$ cat config.mk
export PLATFORM = sky130hd
export DESIGN_NAME = sdcmd_tracker
export DESIGN_NICKNAME = d
export VERILOG_FILES = /design/src/rtl/sdcmd_pkg.sv /design/src/rtl/sdcmd_decode.sv /design/src/rtl/sdcmd_bank.sv /design/src/rtl/sdcmd_cke.sv /design/src/rtl/sdcmd_tracker.sv
export SDC_FILE = /design/constraint.sdc
export NUM_CORES = 1
export LEC_CHECK = 0
export BUFFER_PORTS_ARGS = -buffer_cell sky130_fd_sc_hd__buf_4
export CORE_UTILIZATION = 45
export DETAILED_ROUTE_END_ITERATION = 8
export PLACE_DENSITY = 0.69
export RECOVER_POWER = 50
export SETUP_SLACK_MARGIN = 0.3
export SLEW_MARGIN = 5
export SYNTH_ARGS = -nofsm -noshare
export SYNTH_HDL_FRONTEND = slang
export SYNTH_HIERARCHICAL = 1
export SYNTH_SLANG_ARGS = --single-unit
export TNS_END_PERCENT = 1
$ cat constraint.sdc
create_clock -name clk -period 6.9 [get_ports clk]
set_clock_uncertainty 0.2 [all_clocks]
set_input_delay 0.69 -clock clk [delete_from_list [all_inputs] [get_ports clk]]
set_output_delay 0.69 -clock clk [all_outputs]
set_load 0.05 [all_outputs]
$ cat src/rtl/sdcmd_pkg.sv
package sdcmd_pkg;
    typedef enum logic [2:0] {
        OP_NONE = 3'd0,
        OP_ACT  = 3'd1,
        OP_RD   = 3'd2,
        OP_WR   = 3'd3,
        OP_PRE  = 3'd4,
        OP_REF  = 3'd5
    } op_e;
endpackage

$ cat src/rtl/sdcmd_decode.sv
module sdcmd_decode
    import sdcmd_pkg::*;
(
    input  logic cs_n,
    input  logic ras_n,
    input  logic cas_n,
    input  logic we_n,
    input  logic en_i,
    output op_e  op_o
);
    always_comb begin
        op_o = OP_NONE;
        if (en_i && !cs_n) begin
            case ({ras_n, cas_n, we_n})
                3'b011:  op_o = OP_ACT;
                3'b101:  op_o = OP_RD;
                3'b100:  op_o = OP_WR;
                3'b010:  op_o = OP_PRE;
                3'b001:  op_o = OP_REF;
                default: op_o = OP_NONE;
            endcase
        end
    end
endmodule

$ cat src/rtl/sdcmd_bank.sv
module sdcmd_bank #(
    parameter int ROW_W     = 13,
    parameter int BURST_LEN = 4
) (
    input  logic             clk,
    input  logic             rst_n,
    input  logic             act_i,
    input  logic             ap_i,
    input  logic             close_i,
    input  logic [ROW_W-1:0] row_i,
    output logic             open_o,
    output logic             pend_o,
    output logic [ROW_W-1:0] row_o
);
    localparam int CNT_W = $clog2(BURST_LEN + 1);

    typedef struct packed {
        logic             open;
        logic [CNT_W-1:0] cnt;
        logic [ROW_W-1:0] row;
    } bank_t;

    bank_t st_d, st_q;

    always_comb begin
        st_d = st_q;
        if (st_q.cnt != '0) begin
            st_d.cnt = st_q.cnt - 1'b1;
        end
        if (st_q.cnt == CNT_W'(1)) begin
            st_d.open = 1'b0;
        end
        if (act_i) begin
            st_d.open = 1'b1;
            st_d.row  = row_i;
        end
        if (ap_i) begin
            st_d.cnt = CNT_W'(BURST_LEN);
        end
        if (close_i) begin
            st_d.open = 1'b0;
            st_d.cnt  = '0;
        end
    end

    always_ff @(posedge clk or negedge rst_n) begin
        if (!rst_n) begin
            st_q <= '0;
        end else begin
            st_q <= st_d;
        end
    end

    assign open_o = st_q.open;
    assign pend_o = (st_q.cnt != '0);
    assign row_o  = st_q.row;


    ap_close_chk: assert property (@(posedge clk) disable iff (!rst_n)
        (st_q.cnt == CNT_W'(1) && !act_i) |=> !st_q.open);


    ap_arm_chk: assert property (@(posedge clk) disable iff (!rst_n)
        (ap_i && !close_i) |=> (pend_o && open_o));


    act_row_chk: assert property (@(posedge clk) disable iff (!rst_n)
        (act_i && !close_i) |=> (st_q.open && st_q.row == $past(row_i)));
endmodule

$ cat src/rtl/sdcmd_cke.sv
module sdcmd_cke (
    input  logic clk,
    input  logic rst_n,
    input  logic cke_i,
    input  logic ref_i,
    output logic active_o,
    output logic pwrdn_o,
    output logic selfref_o,
    output logic viol_o
);
    typedef struct packed {
        logic cke;
        logic chg;
        logic pd;
        logic sr;
        logic viol;
    } cke_t;

    cke_t st_d, st_q;

    always_comb begin
        st_d      = st_q;
        st_d.cke  = cke_i;
        st_d.chg  = (cke_i != st_q.cke);
        st_d.viol = st_q.chg && (cke_i != st_q.cke);
        if (!cke_i) begin
            if (st_q.cke) begin
                st_d.sr = ref_i;
                st_d.pd = !ref_i;
            end
        end else begin
            st_d.pd = 1'b0;
            st_d.sr = 1'b0;
        end
    end

    always_ff @(posedge clk or negedge rst_n) begin
        if (!rst_n) begin
            st_q <= '{cke: 1'b1, chg: 1'b0, pd: 1'b0, sr: 1'b0, viol: 1'b0};
        end else begin
            st_q <= st_d;
        end
    end

    assign active_o  = cke_i && st_q.cke;
    assign pwrdn_o   = st_q.pd;
    assign selfref_o = st_q.sr;
    assign viol_o    = st_q.viol;


    pd_sr_excl_chk: assert property (@(posedge clk) disable iff (!rst_n)
        !(st_q.pd && st_q.sr));


    low_state_chk: assert property (@(posedge clk) disable iff (!rst_n)
        !st_q.cke |-> (st_q.pd || st_q.sr));


    viol_pulse_chk: assert property (@(posedge clk) disable iff (!rst_n)
        st_q.viol |-> st_q.chg);
endmodule

$ cat src/rtl/sdcmd_tracker.sv
module sdcmd_tracker
    import sdcmd_pkg::*;
#(
    parameter int NUM_BANKS = 4,
    parameter int ROW_W     = 13,
    parameter int BURST_LEN = 4,
    localparam int BA_W     = $clog2(NUM_BANKS)
) (
    input  logic                       clk,
    input  logic                       rst_n,
    input  logic                       cs_n,
    input  logic                       ras_n,
    input  logic                       cas_n,
    input  logic                       we_n,
    input  logic [ROW_W-1:0]           addr_i,
    input  logic [BA_W-1:0]            ba_i,
    input  logic                       cke,
    output logic                       cmd_vld_o,
    output logic [2:0]                 cmd_o,
    output logic [BA_W-1:0]            bank_o,
    output logic [ROW_W-1:0]           addr_o,
    output logic                       autopre_o,
    output logic                       preall_o,
    output logic                       proto_err_o,
    output logic [NUM_BANKS-1:0]       open_mask_o,
    output logic [NUM_BANKS*ROW_W-1:0] open_rows_o,
    output logic                       pwrdn_o,
    output logic                       selfref_o,
    output logic                       cke_viol_o
);
    localparam int AP_BIT = 10;
    localparam int COL_W  = 11;

    typedef struct packed {
        logic             vld;
        op_e              op;
        logic [BA_W-1:0]  bank;
        logic [ROW_W-1:0] addr;
        logic             ap;
        logic             pall;
        logic             err;
    } out_t;

    out_t out_d, out_q;

    logic                 active;
    logic                 ref_raw;
    op_e                  op;
    logic [NUM_BANKS-1:0] open_v, pend_v;
    logic [NUM_BANKS-1:0] act_v, ap_v, close_v;
    logic [ROW_W-1:0]     rows_v [NUM_BANKS];
    logic                 is_rdwr, err, a10;
    logic [ROW_W-1:0]     col;

    assign ref_raw = !cs_n && ({ras_n, cas_n, we_n} == 3'b001);
    assign a10     = addr_i[AP_BIT];
    assign col     = {{(ROW_W-COL_W){1'b0}}, addr_i[11], addr_i[9:0]};

    sdcmd_cke u_cke (
        .clk       (clk),
        .rst_n     (rst_n),
        .cke_i     (cke),
        .ref_i     (ref_raw),
        .active_o  (active),
        .pwrdn_o   (pwrdn_o),
        .selfref_o (selfref_o),
        .viol_o    (cke_viol_o)
    );

    sdcmd_decode u_dec (
        .cs_n  (cs_n),
        .ras_n (ras_n),
        .cas_n (cas_n),
        .we_n  (we_n),
        .en_i  (active),
        .op_o  (op)
    );

    always_comb begin
        is_rdwr = (op == OP_RD) || (op == OP_WR);
        err     = ((op == OP_ACT) && open_v[ba_i])
               || (is_rdwr && (!open_v[ba_i] || pend_v[ba_i]));
        out_d      = '0;
        out_d.vld  = (op != OP_NONE);
        out_d.op   = op;
        out_d.bank = ba_i;
        out_d.err  = err;
        case (op)
            OP_ACT: out_d.addr = addr_i;
            OP_RD, OP_WR: begin
                out_d.addr = col;
                out_d.ap   = a10;
            end
            OP_PRE: out_d.pall = a10;
            default: out_d.addr = '0;
        endcase
        for (int b = 0; b < NUM_BANKS; b++) begin
            act_v[b]   = (op == OP_ACT) && !err && (ba_i == BA_W'(b));
            ap_v[b]    = is_rdwr && a10 && !err && (ba_i == BA_W'(b));
            close_v[b] = (op == OP_PRE) && (a10 || (ba_i == BA_W'(b)));
        end
    end

    always_ff @(posedge clk or negedge rst_n) begin
        if (!rst_n) begin
            out_q <= '0;
        end else begin
            out_q <= out_d;
        end
    end

    for (genvar g = 0; g < NUM_BANKS; g++) begin : g_bank
        sdcmd_bank #(
            .ROW_W     (ROW_W),
            .BURST_LEN (BURST_LEN)
        ) u_bank (
            .clk     (clk),
            .rst_n   (rst_n),
            .act_i   (act_v[g]),
            .ap_i    (ap_v[g]),
            .close_i (close_v[g]),
            .row_i   (addr_i),
            .open_o  (open_v[g]),
            .pend_o  (pend_v[g]),
            .row_o   (rows_v[g])
        );
        assign open_rows_o[g*ROW_W +: ROW_W] = rows_v[g];
    end

    assign cmd_vld_o   = out_q.vld;
    assign cmd_o       = out_q.op;
    assign bank_o      = out_q.bank;
    assign addr_o      = out_q.addr;
    assign autopre_o   = out_q.ap;
    assign preall_o    = out_q.pall;
    assign proto_err_o = out_q.err;
    assign open_mask_o = open_v;


    pall_closes_chk: assert property (@(posedge clk) disable iff (!rst_n)
        preall_o |-> (open_mask_o == '0));


    err_keeps_state_chk: assert property (@(posedge clk) disable iff (!rst_n)
        (proto_err_o && ($past(pend_v) == '0)) |-> $stable(open_mask_o));


    no_cmd_in_pd_chk: assert property (@(posedge clk) disable iff (!rst_n)
        (pwrdn_o || selfref_o) |-> !cmd_vld_o);


    act_open_chk: assert property (@(posedge clk) disable iff (!rst_n)
        (cmd_vld_o && cmd_o == 3'd1 && !proto_err_o) |-> open_mask_o[bank_o]);
endmodule

==> results by stage, run 1 <==
Run:
- The tool flagged a number of max-cap violations equal to 0.

GRT:
- Entering global routing, the biggest net connects between 70 and 80 pins.
- After global routing the overflow that remains totals 0.
- The number of global-route vias before repair is between 2000 and 3000.
- The first global-routing pass estimated around 14000 um of wire.
- The initial antenna violation count is 0.
- Global routing consumed, over all layers together, between 10% and 20% of the routing resources.

STA:
- The final worst-path setup slack is about 3.4 ns.
- The number of pins exceeding their max-slew limit in the final report came to 0.
- For the pin with the worst max-slew slack, the measured transition is 1.44 ns.
- The headroom to the max-slew limit is 4.21%.
- The number of hold-slack violations in the final timing report was 0.
- The final critical-path share of the clock period is 50.3%.
- The aggregate negative setup slack is 0 ns.
- The final critical delay including setup and external delays is 3.47 ns.
- The final hold slack is approximately 0.27 ns.
- The count of final setup violators is 0.
- Setup repair after global routing left no endpoint under its margin.
- For this run, the top clock speed supported by timing is 288 MHz.

Worst setup path:
- The endpoint identified for the worst register-to-register timing path is g_bank[1].u_bank/row_o[4]$_DFFE_PN0P_.
- Among all stages on the critical path, the largest delay is contributed by nor2_1.
- The startpoint of the worst-slack reg-to-reg timing path is u_cke/st_q[4]$_DFF_PN1_.
- Data arrives at the worst endpoint at 3.51 ns.
- In this design, the critical path's most frequently occurring cell is buf_4.
- In this design, the stage delay of the slowest critical-path cell is 0.68 ns.
- The critical path goes through buf_4 -> or3b_1 -> a21oi_1 -> nor3b_1 -> nand2b_4 -> nor2_1 -> buf_4 -> mux2_1.
- Data on the critical path is required at its endpoint by 6.94 ns.
- The largest driver fanout on the critical path is 9.
- The worst setup path is launched from a primary input.
- In this run the register-to-register setup slack is 3.51 ns.
- The type of the worst setup path is in2reg.
- The kind of end point of the critical path is a flop.
- The number of cells on the worst reg-to-reg path is 8.

Clock network:
- The number of hold-repair buffers added at the cts stage is 0.
- The H-tree was split into 3 levels.
- The number of buffers added by the clock tree synthesis step is 9.
- The post-cts sizing count is 0.
- The buffer cell driving the clock tree root is clkbuf_8.
- The clock tree from TritonCTS is yes.
- The post-CTS setup buffer count is 0.
- The clock latency on the worst-skew pair is 0.34 ns.
- The clock-pin slew on the worst setup and hold paths is roughly 0.09 ns.
- For this design, the sink count on the clock tree is 95.
- No sink is reached through more buffers than the 2 on the longest clock path.

Layout:
- At the end of the flow, the number of nets in the layout was between 400 and 500.
- The number of non-filler instances in the completed layout is between 500 and 600.
- After routing the design area is 0.00479 mm^2.
- The growth of design area from synthesis to finish is 9.62%.
- In the final layout, the multi-input gates occupy 0.00151 mm^2.
- The ratio of cells with drive above 1 in the final layout is 16.7%.
- The area occupied by registers is roughly 0.0024 mm^2.
- The count of filler cells inserted in the layout is 883.
- The total inserted antenna cells is 0.

Yosys:
- After synthesis, the cell types taking the most area are dfrtp_1, mux2_1, buf_4.
- The synthesized design contains 0 enable-type register cells.
- The average cell area after synthesis is 12.9 um^2.
- The most common cell in the synthesized netlist is dfrtp_1.
- The number of nets in the synthesized netlist is 374.
- Of the synthesized area, sequential elements account for 54.5%.
- The cell area that synthesis handed to floorplanning was 0.00437 mm^2.
- After synthesis, the most frequently instantiated cells are dfrtp_1, buf_4, mux2_1.
- The async set-or-reset flop fraction in the synthesized netlist is 100%.
- Of all cell types, the one taking the most synthesized area is dfrtp_1.
- After synthesis, the netlist uses 32 different library cells.
- The number of instances in the synthesized netlist is 338.
- The number of storage elements in the synthesis netlist is 95.
- The proportion of netlist area held by the largest area contributor is a little over half.
- The most frequently used flop master after synthesis is dfrtp_1.
- For this run, the number of Yosys warnings is 6.

Outcome:
- The run finished with clean final reports.

Die:
- The count of standard-cell rows is 35.
- The die area is 0.0101 mm^2.
- The y dimension of the die is 101 um.
- The horizontal die dimension is about 100 um.
- The floorplan step defined a core boundary enclosing 0.00933 mm^2.
- 103 I/O pins were placed.
- Once the floorplan was initialized, standard cells occupied 46.8% of the core.

Min path:
- In this run the worst hold path is classified as reg2reg.
- The worst min-delay path startpoint is u_cke/st_q[3]$_DFF_PN0_.
- Along the worst hold path, the cell count comes to 1.
- The worst min-delay path endpoint is u_cke/viol_o$_DFF_PN0_.

Detailed routing:
- The sum of met3 wire segment lengths after detailed routing is ~440 um.
- After detailed routing, the wire length on met1 is between 3000 and 4000 um.
- Dividing the detail-routed wire length by the instance count gives 16.2 um.
- The count of vias placed by the detailed router is 2582.
- The detailed-route vias per instance is roughly 4.9.
- Before antenna repair, the detailed router went through 4 iterations.
- The antenna violation net count after detailed routing is 0.
- The routed design uses 4020 um of met2 wire.
- In the routed design, unresolved DRC markers number 0.
- The routed wire length is 8600 um.
- The highest layer used for signal routing is met4.
- The detailed router finished its first iteration with 64 violations.

Power:
- The total power divided by cell area is 358 mW/mm^2.
- In this run the static leakage power is ~2.3 nW.
- The maximum vdd ir drop is roughly 0.00016 V.

Placement:
- The placed cell count is 515.
- The placed cell area is just under 0.005 mm^2.
- At the end of routability-driven placement, the weighted congestion stood at around 0.73.
- Port buffering added 102 buffers.
- The total half-perimeter wirelength after legalization and detailed placement is about 6300 um.
- The worst-case setup slack after placement is 2.87 ns.
[cells by family after synthesis]
kind of cell / share of synthesized area (%)
AOI/OAI and AO/OA: 3.70
xor gates and xnor gates: 1.00
adders and majority gates: 4.01
buffers and inverters: 11.0
DFF: 54.5
muxes: 14.4
and+or+nand+nor: 11.4
[layout by cell type (no fill, tap or decap), drive strengths merged, types with 2 or more instances in the layout]
cell type / n
a21oi: 9
clkinv: 2
nand2: 6
nor2b: 4
nand3b: 2
nand2b: 14
and2: 13
nor3b: 2
a2111oi: 4
ha: 14
mux4: 2
inv: 12
nor2: 28
mux2: 52
nor3: 7
a211oi: 4
dfrtp: 94
buf: 28
clkbuf: 90
xnor2: 5
[per-layer routing]
layer / vias to the layer above / GRT usage, %
met5: - / 0
met4: 0 / 6.80
met3: 9 / 4.72
met2: 74 / 29.1
met1: 1306 / 24.8
li1: 1193 / -
[state kept, by name, indices dropped and copies added (netlist names)]
name                  cells
u_cke/pwrdn_o             1
addr_o                   13
u_cke/selfref_o           1
g_bank.u_bank/open_o      4
cmd_o                     3
proto_err_o               1
cmd_vld_o                 1
u_cke/st_q                2
preall_o                  1
autopre_o                 1
g_bank.u_bank/st_q       12
bank_o                    2
g_bank.u_bank/row_o      52
u_cke/viol_o              1
[through the flow]
| stage | total power [mW] | utilization [%] |
|---|---|---|
| 2_1_floorplan | 1.31 | - |
| 3_3_place_gp | 1.40 | 52.4 |
| 3_5_place_dp | 1.42 | 52.4 |
| 4_1_cts | 1.78 | 54.4 |
| 5_1_grt | 1.81 | 51.3 |
| 6_report | 1.71 | 51.3 |
[critical path: cells and delay by family]
| kind | cells | cell delay [ns] |
|---|---|---|
| and+or+nand+nor | 4 | 1.76 |
| AOI/OAI and AO/OA | 1 | 0.32 |
| muxes | 1 | 0.33 |
| buffers and inverters | 2 | 0.40 |
[final cells by class]
| type | count | area share, % |
|---|---|---|
| multi-input combinational | 173 | 31.6 |
| timing repair buffer | 106 | 10.5 |
| tap | 129 | 3.37 |
| clock buffer | 12 | 3.03 |
| clock inverter | 3 | 0.915 |
| inverter | 12 | 0.941 |
| sequential | 95 | 49.7 |
[worst max-delay path by stage]
stage / from / end / slack, ns / cells after the start
6_report: we_n / g_bank[1].u_bank/row_o[4]$_DFFE_PN0P_ / 3.43 / 8
5_1_grt: cke / g_bank[1].u_bank/row_o[4]$_DFFE_PN0P_ / 3.21 / 9
4_1_cts: we_n / g_bank[0].u_bank/row_o[8]$_DFFE_PN0P_ / 3.26 / 7
3_5_place_dp: we_n / g_bank[0].u_bank/row_o[8]$_DFFE_PN0P_ / 2.87 / 7
3_3_place_gp: we_n / g_bank[0].u_bank/row_o[6]$_DFFE_PN0P_ / 2.98 / 7
2_1_floorplan: we_n / g_bank[1].u_bank/row_o[10]$_DFFE_PN0P_ / 3.92 / 7
[where the power goes]
| group | switching (mW) | internal [mW] |
|---|---|---|
| combinational | 0.419 | 0.212 |
| clock | 0.180 | 0.176 |
| sequential | 0.0662 | 0.660 |
Power figures use the tool's default switching activity.
==> inputs of run 2 (changes only) <==
Clock period 6.9 ns to 3.64 ns, I/O delays scaled along.
==> run 2 against run 1 <==
  * The flow now finishes with violations (max-capacitance violations, max-slew violations)
  * Global-route usage shrank 0.94 points
  * Utilization grew 0.72 points
  * Setup slack lost 3.0 ns
  * Final area grew 1.4%
  * Count of clock-buffer cells in the layout is the same
  * Die area is the same
  * Combinational power grew 87%
  * Sequential power grew 89%
  * First-iteration DRC count shrank 25%
  * Wire length shrank 1.3%
  * Highest routed layer unchanged
==> results by stage, run 2 (same netlist as run 1, synthesis figures left out) <==
Layout:
- The count of filler cells inserted in the layout came to 869 (was 883).
- The number of flip-flops in the largest register is 52 (unchanged).
- The net count reported at finish is 443 (was 433).
- The final design instance area without fill was 0.00486 mm^2 (was 0.00479 mm^2).
- The number of non-filler instances in the completed layout was 541 (was 530).
- Commonest non-fill, non-tap cells in the layout: dfrtp_1, clkbuf_1, mux2_1 (unchanged).
- The most frequent standard cell in the layout excluding fill and tap cells is dfrtp_1 (unchanged).
- The total inserted antenna cells is 0 (unchanged).
- The growth of design area from synthesis to finish is 11.2% (was 9.62%).
- The ratio of cells with drive above 1 in the final layout is 17.0% (was 16.7%).

Power:
- The total power divided by cell area is 669 mW/mm^2 (was 358 mW/mm^2).
- The total leakage power is 2.32 nW (was 2.30 nW).
- The maximum vdd ir drop came to 0.000296 V (was 0.000157 V).

Detailed routing:
- The DRC violations left is 0 (unchanged).
- The routed wire length is 8480 um (was 8600 um).
- The count of vias placed by the detailed router is 2597 (was 2582).
- The detailed-route vias per instance came to 4.80 (was 4.87).
- The iteration count of the initial detailed-routing pass is 4 (unchanged).
- The initial detailed-routing violation count was 48 (was 64).
- The antenna violation net count after detailed routing was 0 (unchanged).
- The mean routed wirelength per cell is 15.7 um (was 16.2 um).

STA:
- The count of final setup violators was 0 (unchanged).
- The final hold slack is 0.0436 ns (was 0.268 ns).
- The actual slew at the worst max-slew pin is 1.56 ns (was 1.44 ns).
- The number of pins exceeding their max-slew limit in the final report is 31 (was 0).
- The routed design could run at a clock period as short as 3.22 ns.
- The achievable clock frequency is 311 MHz.
- The headroom to the max-slew limit came to -4.09% (was 4.21%).
- The number of hold-slack violations in the final timing report is 0 (unchanged).
- Unrepaired setup endpoints after global routing: false (unchanged).
- The aggregate negative setup slack came to 0 ns (unchanged).
- The final critical-path share of the clock period is between 80 and 90%.

Worst setup path:
- The kind of end point of the critical path is a flop (unchanged).
- The flop-to-flop setup slack was 0.65 ns (was 3.51 ns).
- The end of the worst register-to-register path is g_bank[2].u_bank/row_o[8]$_DFFE_PN0P_ (was g_bank[1].u_bank/row_o[4]$_DFFE_PN0P_).
- The largest driver fanout on the critical path is 9 (unchanged).
- The type of the worst setup path is in2reg (unchanged).
- The critical path launch point type is a primary input (unchanged).
- The largest incremental delay on the critical path is 0.52 ns (was 0.68 ns).
- The data arrival time of the critical path is 3.26 ns (was 3.51 ns).
- The required time of the critical path was 3.68 ns (was 6.94 ns).
- The startpoint of the worst-slack reg-to-reg timing path is u_cke/st_q[4]$_DFF_PN1_ (unchanged).
- The master of the slowest instance on the critical path is dlygate4sd3_1 (was nor2_1).
- The worst reg-to-reg path cell count is 8 (unchanged).
- Cells traversed along the worst timing path: dlygate4sd3_1 -> clkbuf_1 -> ha_1 -> nand2b_1 -> a21oi_1 -> nor3b_2 -> nand2b_4 -> nor2_1 -> buf_4 -> mux2_1 (was buf_4 -> or3b_1 -> a21oi_1 -> nor3b_1 -> nand2b_4 -> nor2_1 -> buf_4 -> mux2_1).

Clock network:
- The clock latency on the worst-skew pair was 0.35 ns (was 0.34 ns).
- The clock net sink count is 95 (unchanged).
- The post-CTS setup buffer count is 0 (unchanged).
- The clock tree from TritonCTS is yes (unchanged).
- The buffer cell driving the clock tree root is clkbuf_8 (unchanged).
- The maximum level of the CTS H-tree is 3 (unchanged).
- The clock-pin slew on the worst setup and hold paths is 0.09 ns (about the same).
- The maximum count of clock buffers along a single path was 2 (unchanged).
- The number of buffers added by the clock tree synthesis step is 9 (unchanged).

Die:
- The die area is 0.0101 mm^2 (unchanged).
- The area of the core is 0.00933 mm^2 (unchanged).
- The count of standard-cell rows came to 35 (unchanged).
- The horizontal die dimension is 101 um (unchanged).
- The y dimension of the die is 101 um (unchanged).
- The initial cell density of the core came to 46.8% (unchanged).
- The number of top-level pins was 103 (unchanged).

GRT:
- The first-pass GRT wire length was 13100 um (was 13900 um).
- The initial antenna violation count is 0 (unchanged).
- The global-route usage over all layers is 17.5% (was 18.5%).
- The pin count of the biggest net entering global routing is 35 (was 71).
- The total global routing overflow is 0 (unchanged).
- The number of global-route vias before repair came to 2595 (was 2603).

Outcome:
- The checks that failed: max-capacitance violations, max-slew violations.
- Status: finished with violations (was complete, no violations).

Placement:
- The total half-perimeter wirelength after legalization and detailed placement is 6330 um (was 6250 um).
- The final weighted congestion in routability-driven placement came to 0.725 (was 0.733).
- The placed cell area is 0.00494 mm^2 (was 0.00489 mm^2).
- The placed cell count is 522 (was 515).
- The count of input and output buffers is 102 (unchanged).

Min path:
- The number of cells traversed by the worst hold path is 2 (was 1).
- The worst min-delay path endpoint is addr_o[9]$_DFF_PN0_ (was u_cke/viol_o$_DFF_PN0_).
- The worst min-delay path category is in2reg (was reg2reg).
- The worst min-delay path startpoint is addr_i[9] (was u_cke/st_q[3]$_DFF_PN0_).

Run:
- The number of max-cap violations is 1 (was 0).
## run 2: changes by cell type in the layout (fill, tap and decap cells not counted)
cell / delta
clkbuf_1: +6
clkbuf_2: +1
clkinv_2: -1
clkinv_4: +1
clkinvlp_4: +1
dlygate4sd3_1: +3
nor3_2: +1
nor3_4: -1
nor3b_1: -1
nor3b_2: +1
## run 2: timing repair
action / in CTS / in global routing
hold endpoints to repair: 29 / 0
endpoints found under the setup margin: 0 / 9
hold buffers: 3 / 0
gates resized for setup: 0 / 1
## run 2: how the worst max path moves through the flow
stage                     start                                      to  cells past startpoint
after floorplan            we_n  g_bank[1].u_bank/row_o[10]$_DFFE_PN0P_                      7
after global placement     we_n   g_bank[2].u_bank/row_o[5]$_DFFE_PN0P_                      8
after detailed placement   we_n   g_bank[2].u_bank/row_o[5]$_DFFE_PN0P_                      8
after CTS                   cke   g_bank[2].u_bank/row_o[4]$_DFFE_PN0P_                     10
after global routing        cke   g_bank[2].u_bank/row_o[4]$_DFFE_PN0P_                     10
final                       cke   g_bank[2].u_bank/row_o[8]$_DFFE_PN0P_                     10
## run 2: metrics by stage
stage | power, mW | setup WS [ns] | utilization, %
global route | 3.41 | 0.194 | 52.1
global placement | 2.66 | 0.470 | 53.0
finish | 3.25 | 0.424 | 52.1
CTS | 3.40 | 0.372 | 55.5
detailed placement | 2.70 | 0.366 | 53.0
floorplan | 2.49 | 0.981 | -
## run 2: layer usage
layer / routed length [um] / global-route usage (%)
met1: 3910 / 22.1
met2: 3980 / 29.2
met3: 342 / 3.33
met4: 251 / 8.47
met5: 0 / 0
## run 2: area by class of cell
type	count	area [um^2]	area share, %
clock buffer	12	145	2.99
inverter	12	45.0	0.928
tap	129	161	3.32
clock inverter	4	55.1	1.13
multi-input combinational	173	1510	31.1
sequential	95	2380	49.0
timing repair buffer	116	561	11.5
## run 2: report_power, final
part | total [mW] | leakage (nW) | internal [mW] | switching [mW]
sequential | 1.37 | 1.24 | 1.25 | 0.122
combinational | 1.18 | 0.981 | 0.393 | 0.792
clock | 0.692 | 0.0968 | 0.339 | 0.353
## run 2: critical path: cells and delay by family
family          cells  cell delay, ns
simple gates        4            1.02
buf+inv             3            0.99
compound gates      1            0.36
mux                 1            0.34
fa+ha+maj           1            0.17
==> inputs of run 3 (changes only) <==
Settings changed: PLACE_DENSITY 0.69 to 0.77.
==> run 3 against run 2 <==
  * The run still ends with max-capacitance violations, max-slew violations left
  * Utilization grew 0.52 points
  * Wire length grew 2.2%
  * Register-to-register slack improved by 0.15 ns
  * Power grew 0.55%
  * Critical path depth unchanged
  * Critical endpoint is now g_bank[3].u_bank/row_o[4]$_DFFE_PN0P_
  * Highest routed layer unchanged
==> results by stage, run 3 (same netlist as run 1, synthesis figures left out) <==
Outcome:
- Status: finished with violations (unchanged).
- Failing checks: max-capacitance violations, max-slew violations (unchanged).

Worst setup path:
- The kind of end point of the critical path is a flop (unchanged).
- The worst setup path endpoint is g_bank[3].u_bank/row_o[4]$_DFFE_PN0P_ (was g_bank[2].u_bank/row_o[8]$_DFFE_PN0P_).
- The worst reg-to-reg path cell count is 8 (unchanged).
- The largest incremental delay on the critical path is 0.53 ns (was 0.52 ns).
- The critical path launch point type is a primary input (unchanged).
- The critical path's top delay family is buffers and inverters (was simple AND/OR/NAND/NOR gates).
- The required time of the critical path is 3.68 ns (about the same).
- Cells traversed along the worst timing path: dlygate4sd3_1 -> clkbuf_1 -> ha_1 -> nand2b_1 -> a21oi_1 -> nor3b_1 -> nand2b_4 -> nor2_1 -> buf_4 -> mux2_1 (was dlygate4sd3_1 -> clkbuf_1 -> ha_1 -> nand2b_1 -> a21oi_1 -> nor3b_2 -> nand2b_4 -> nor2_1 -> buf_4 -> mux2_1).
- The startpoint of the worst-slack reg-to-reg timing path is u_cke/st_q[4]$_DFF_PN1_ (unchanged).
- The data arrival time of the critical path is 3.14 ns (was 3.26 ns).
- The master of the slowest instance on the critical path is dlygate4sd3_1 (unchanged).
- The number of cells on the critical path was 10 (unchanged).
- The source of the critical timing path is cke (unchanged).
- The largest driver fanout on the critical path was 9 (unchanged).
- The combined buffer and inverter count along the critical path is 3 (unchanged).
- The type of the worst setup path is in2reg (unchanged).
- The end of the worst register-to-register path is g_bank[3].u_bank/row_o[4]$_DFFE_PN0P_ (was g_bank[2].u_bank/row_o[8]$_DFFE_PN0P_).
- The flop-to-flop setup slack was 0.80 ns (was 0.65 ns).

STA:
- The final critical-path share of the clock period came to 85.0% (was 88.4%).
- The aggregate negative setup slack is 0 ns (unchanged).
- The final critical delay including setup and external delays is 3.09 ns (was 3.22 ns).
- The count of final setup violators is 0 (unchanged).
- The number of pins exceeding their max-slew limit in the final report came to 66 (was 31).
- The number of hold-slack violations in the final timing report is 0 (unchanged).
- The final hold slack is 0.0440 ns (was 0.0436 ns).
- The headroom to the max-slew limit is -6.55% (was -4.09%).
- The achievable clock frequency is 323 MHz (was 311 MHz).
- The actual slew at the worst max-slew pin is 1.60 ns (was 1.56 ns).
- Unrepaired setup endpoints after global routing: false (unchanged).

GRT:
- The pin count of the biggest net entering global routing is 66 (was 35).
- The number of global-route vias before repair was 2620 (was 2595).
- The total global routing overflow came to 0 (unchanged).
- The first-pass GRT wire length came to 13600 um (was 13100 um).
- The global-route usage over all layers is 18.0% (was 17.5%).
- The initial antenna violation count came to 0 (unchanged).

Placement:
- The placed cell area is 0.00494 mm^2 (unchanged).
- The count of input and output buffers is 102 (unchanged).
- The placed cell count is 522 (unchanged).
- The total half-perimeter wirelength after legalization and detailed placement is 6440 um (was 6330 um).
- The final weighted congestion in routability-driven placement was 0.780 (was 0.725).

Detailed routing:
- The mean routed wirelength per cell is 16.1 um (was 15.7 um).
- The detailed-route vias per instance was 4.86 (was 4.80).
- The routed wire length is 8670 um (was 8480 um).
- The DRC violations left was 0 (unchanged).
- The antenna violation net count after detailed routing is 0 (unchanged).
- The count of vias placed by the detailed router is 2623 (was 2597).
- The initial detailed-routing violation count is 94 (was 48).
- The iteration count of the initial detailed-routing pass is 4 (unchanged).

Min path:
- The worst min-delay path category is in2reg (unchanged).
- The worst min-delay path startpoint is addr_i[7] (was addr_i[9]).

Clock network:
- The number of buffers added by the clock tree synthesis step is 9 (unchanged).
- The maximum count of clock buffers along a single path came to 2 (unchanged).
- The maximum level of the CTS H-tree is 3 (unchanged).
- The clock-pin slew on the worst setup and hold paths is 0.09 ns (about the same).
- The post-cts sizing count was 0 (unchanged).
- The clock net sink count is 95 (unchanged).
- The buffer cell driving the clock tree root was clkbuf_8 (unchanged).
- The clock tree from TritonCTS is yes (unchanged).
- The clock latency on the worst-skew pair is 0.35 ns (about the same).

Die:
- The count of standard-cell rows came to 35 (unchanged).
- The initial cell density of the core is 46.8% (unchanged).
- The number of top-level pins came to 103 (unchanged).
- The area of the core is 0.00933 mm^2 (unchanged).
- The die area is 0.0101 mm^2 (unchanged).
- The y dimension of the die is 101 um (unchanged).
- The horizontal die dimension is 101 um (unchanged).

Layout:
- The net count reported at finish is 443 (unchanged).
- The number of non-filler instances in the completed layout is 540 (was 541).
- The final design instance area without fill is 0.00490 mm^2 (was 0.00486 mm^2).
- The most frequent standard cell in the layout excluding fill and tap cells is dfrtp_1 (unchanged).
- The total inserted antenna cells is 0 (unchanged).
- The ratio of cells with drive above 1 in the final layout was 20.9% (was 17.0%).
- The number of flip-flops in the largest register is 52 (unchanged).
- Commonest non-fill, non-tap cells in the layout: dfrtp_1, clkbuf_1, mux2_1 (unchanged).
- The growth of design area from synthesis to finish is 12.3% (was 11.2%).

Power:
- The total power consumption of the routed design came to 3.27 mW (was 3.25 mW).
- The maximum vdd ir drop is 0.000326 V (was 0.000296 V).
- The total leakage power came to 2.37 nW (was 2.32 nW).
- The total power divided by cell area came to 666 mW/mm^2 (was 669 mW/mm^2).

Run:
- The number of max-cap violations is 1 (unchanged).
[run 3: cell count changes in the layout (fill, tap and decap cells not counted), sizes merged]
| cell | before | now |
|---|---|---|
| inv | 12 | 13 |
| clkinvlp | 1 | 3 |
| clkbuf | 97 | 78 |
| clkinv | 2 | 1 |
| buf | 28 | 44 |
[run 3: worst min-delay path by stage]
stage	to	slack [ns]	cells after the start
finish	addr_o[7]$_DFF_PN0_	0.04	2
global route	g_bank[3].u_bank/row_o[7]$_DFFE_PN0P_	0.03	2
detailed placement	u_cke/viol_o$_DFF_PN0_	0.26	1
floorplan	addr_o[0]$_DFF_PN0_	-0.13	0
CTS	bank_o[0]$_DFF_PN0_	0.005	1
global placement	u_cke/viol_o$_DFF_PN0_	0.25	1
[run 3: power breakdown]
part           switching [mW]  internal [mW]  leakage [nW]  total [mW]
Sequential              0.126           1.25          1.24        1.38
Combinational           0.797          0.418          1.04        1.22
Clock                   0.359          0.317        0.0879       0.676
Total                    1.28           1.99          2.37        3.27
[run 3: per-stage QoR]
step	worst slack (ns)	utilization, %
finish	0.547	52.6
global route	0.334	52.6
CTS	0.669	55.4
detailed placement	0.722	53.0
global placement	0.824	53.0
floorplan	0.981	-
[run 3: cell type report]
cell class	count	area, um^2
Clock inverter	6	70.1
Multi-Input combinational cell	173	1510
Fill cell	857	4420
Timing Repair Buffer	116	621
Sequential cell	95	2380
Tap cell	129	161
Inverter	12	45.0
Clock buffer	9	124
[run 3: what timing repair did]
action / 4_1_cts / 5_1_grt
setup buffers: 0 / 0
hold buffers: 3 / 0
endpoints found under the hold margin: 64 / 0
[run 3: worst register-to-register path: stages (launching register included)]
cell and delay, ns:
dfstp_2 0.54, ha_1 0.17, nand2b_1 0.11, a21oi_1 0.31, nor3b_1 0.53, nand2b_4 0.11
nor2_1 0.17, buf_4 0.24, mux2_1 0.35
[run 3: per-layer routing]
metal,GRT usage [%],vias up,wire length (um),share of wire (%)
li1,-,1220,-,-
met1,25.1,1287,3990,46
met2,27.3,106,3940,45
met3,4.16,10,619,7.1
met4,6.80,0,126,1.5
met5,0,-,0,0
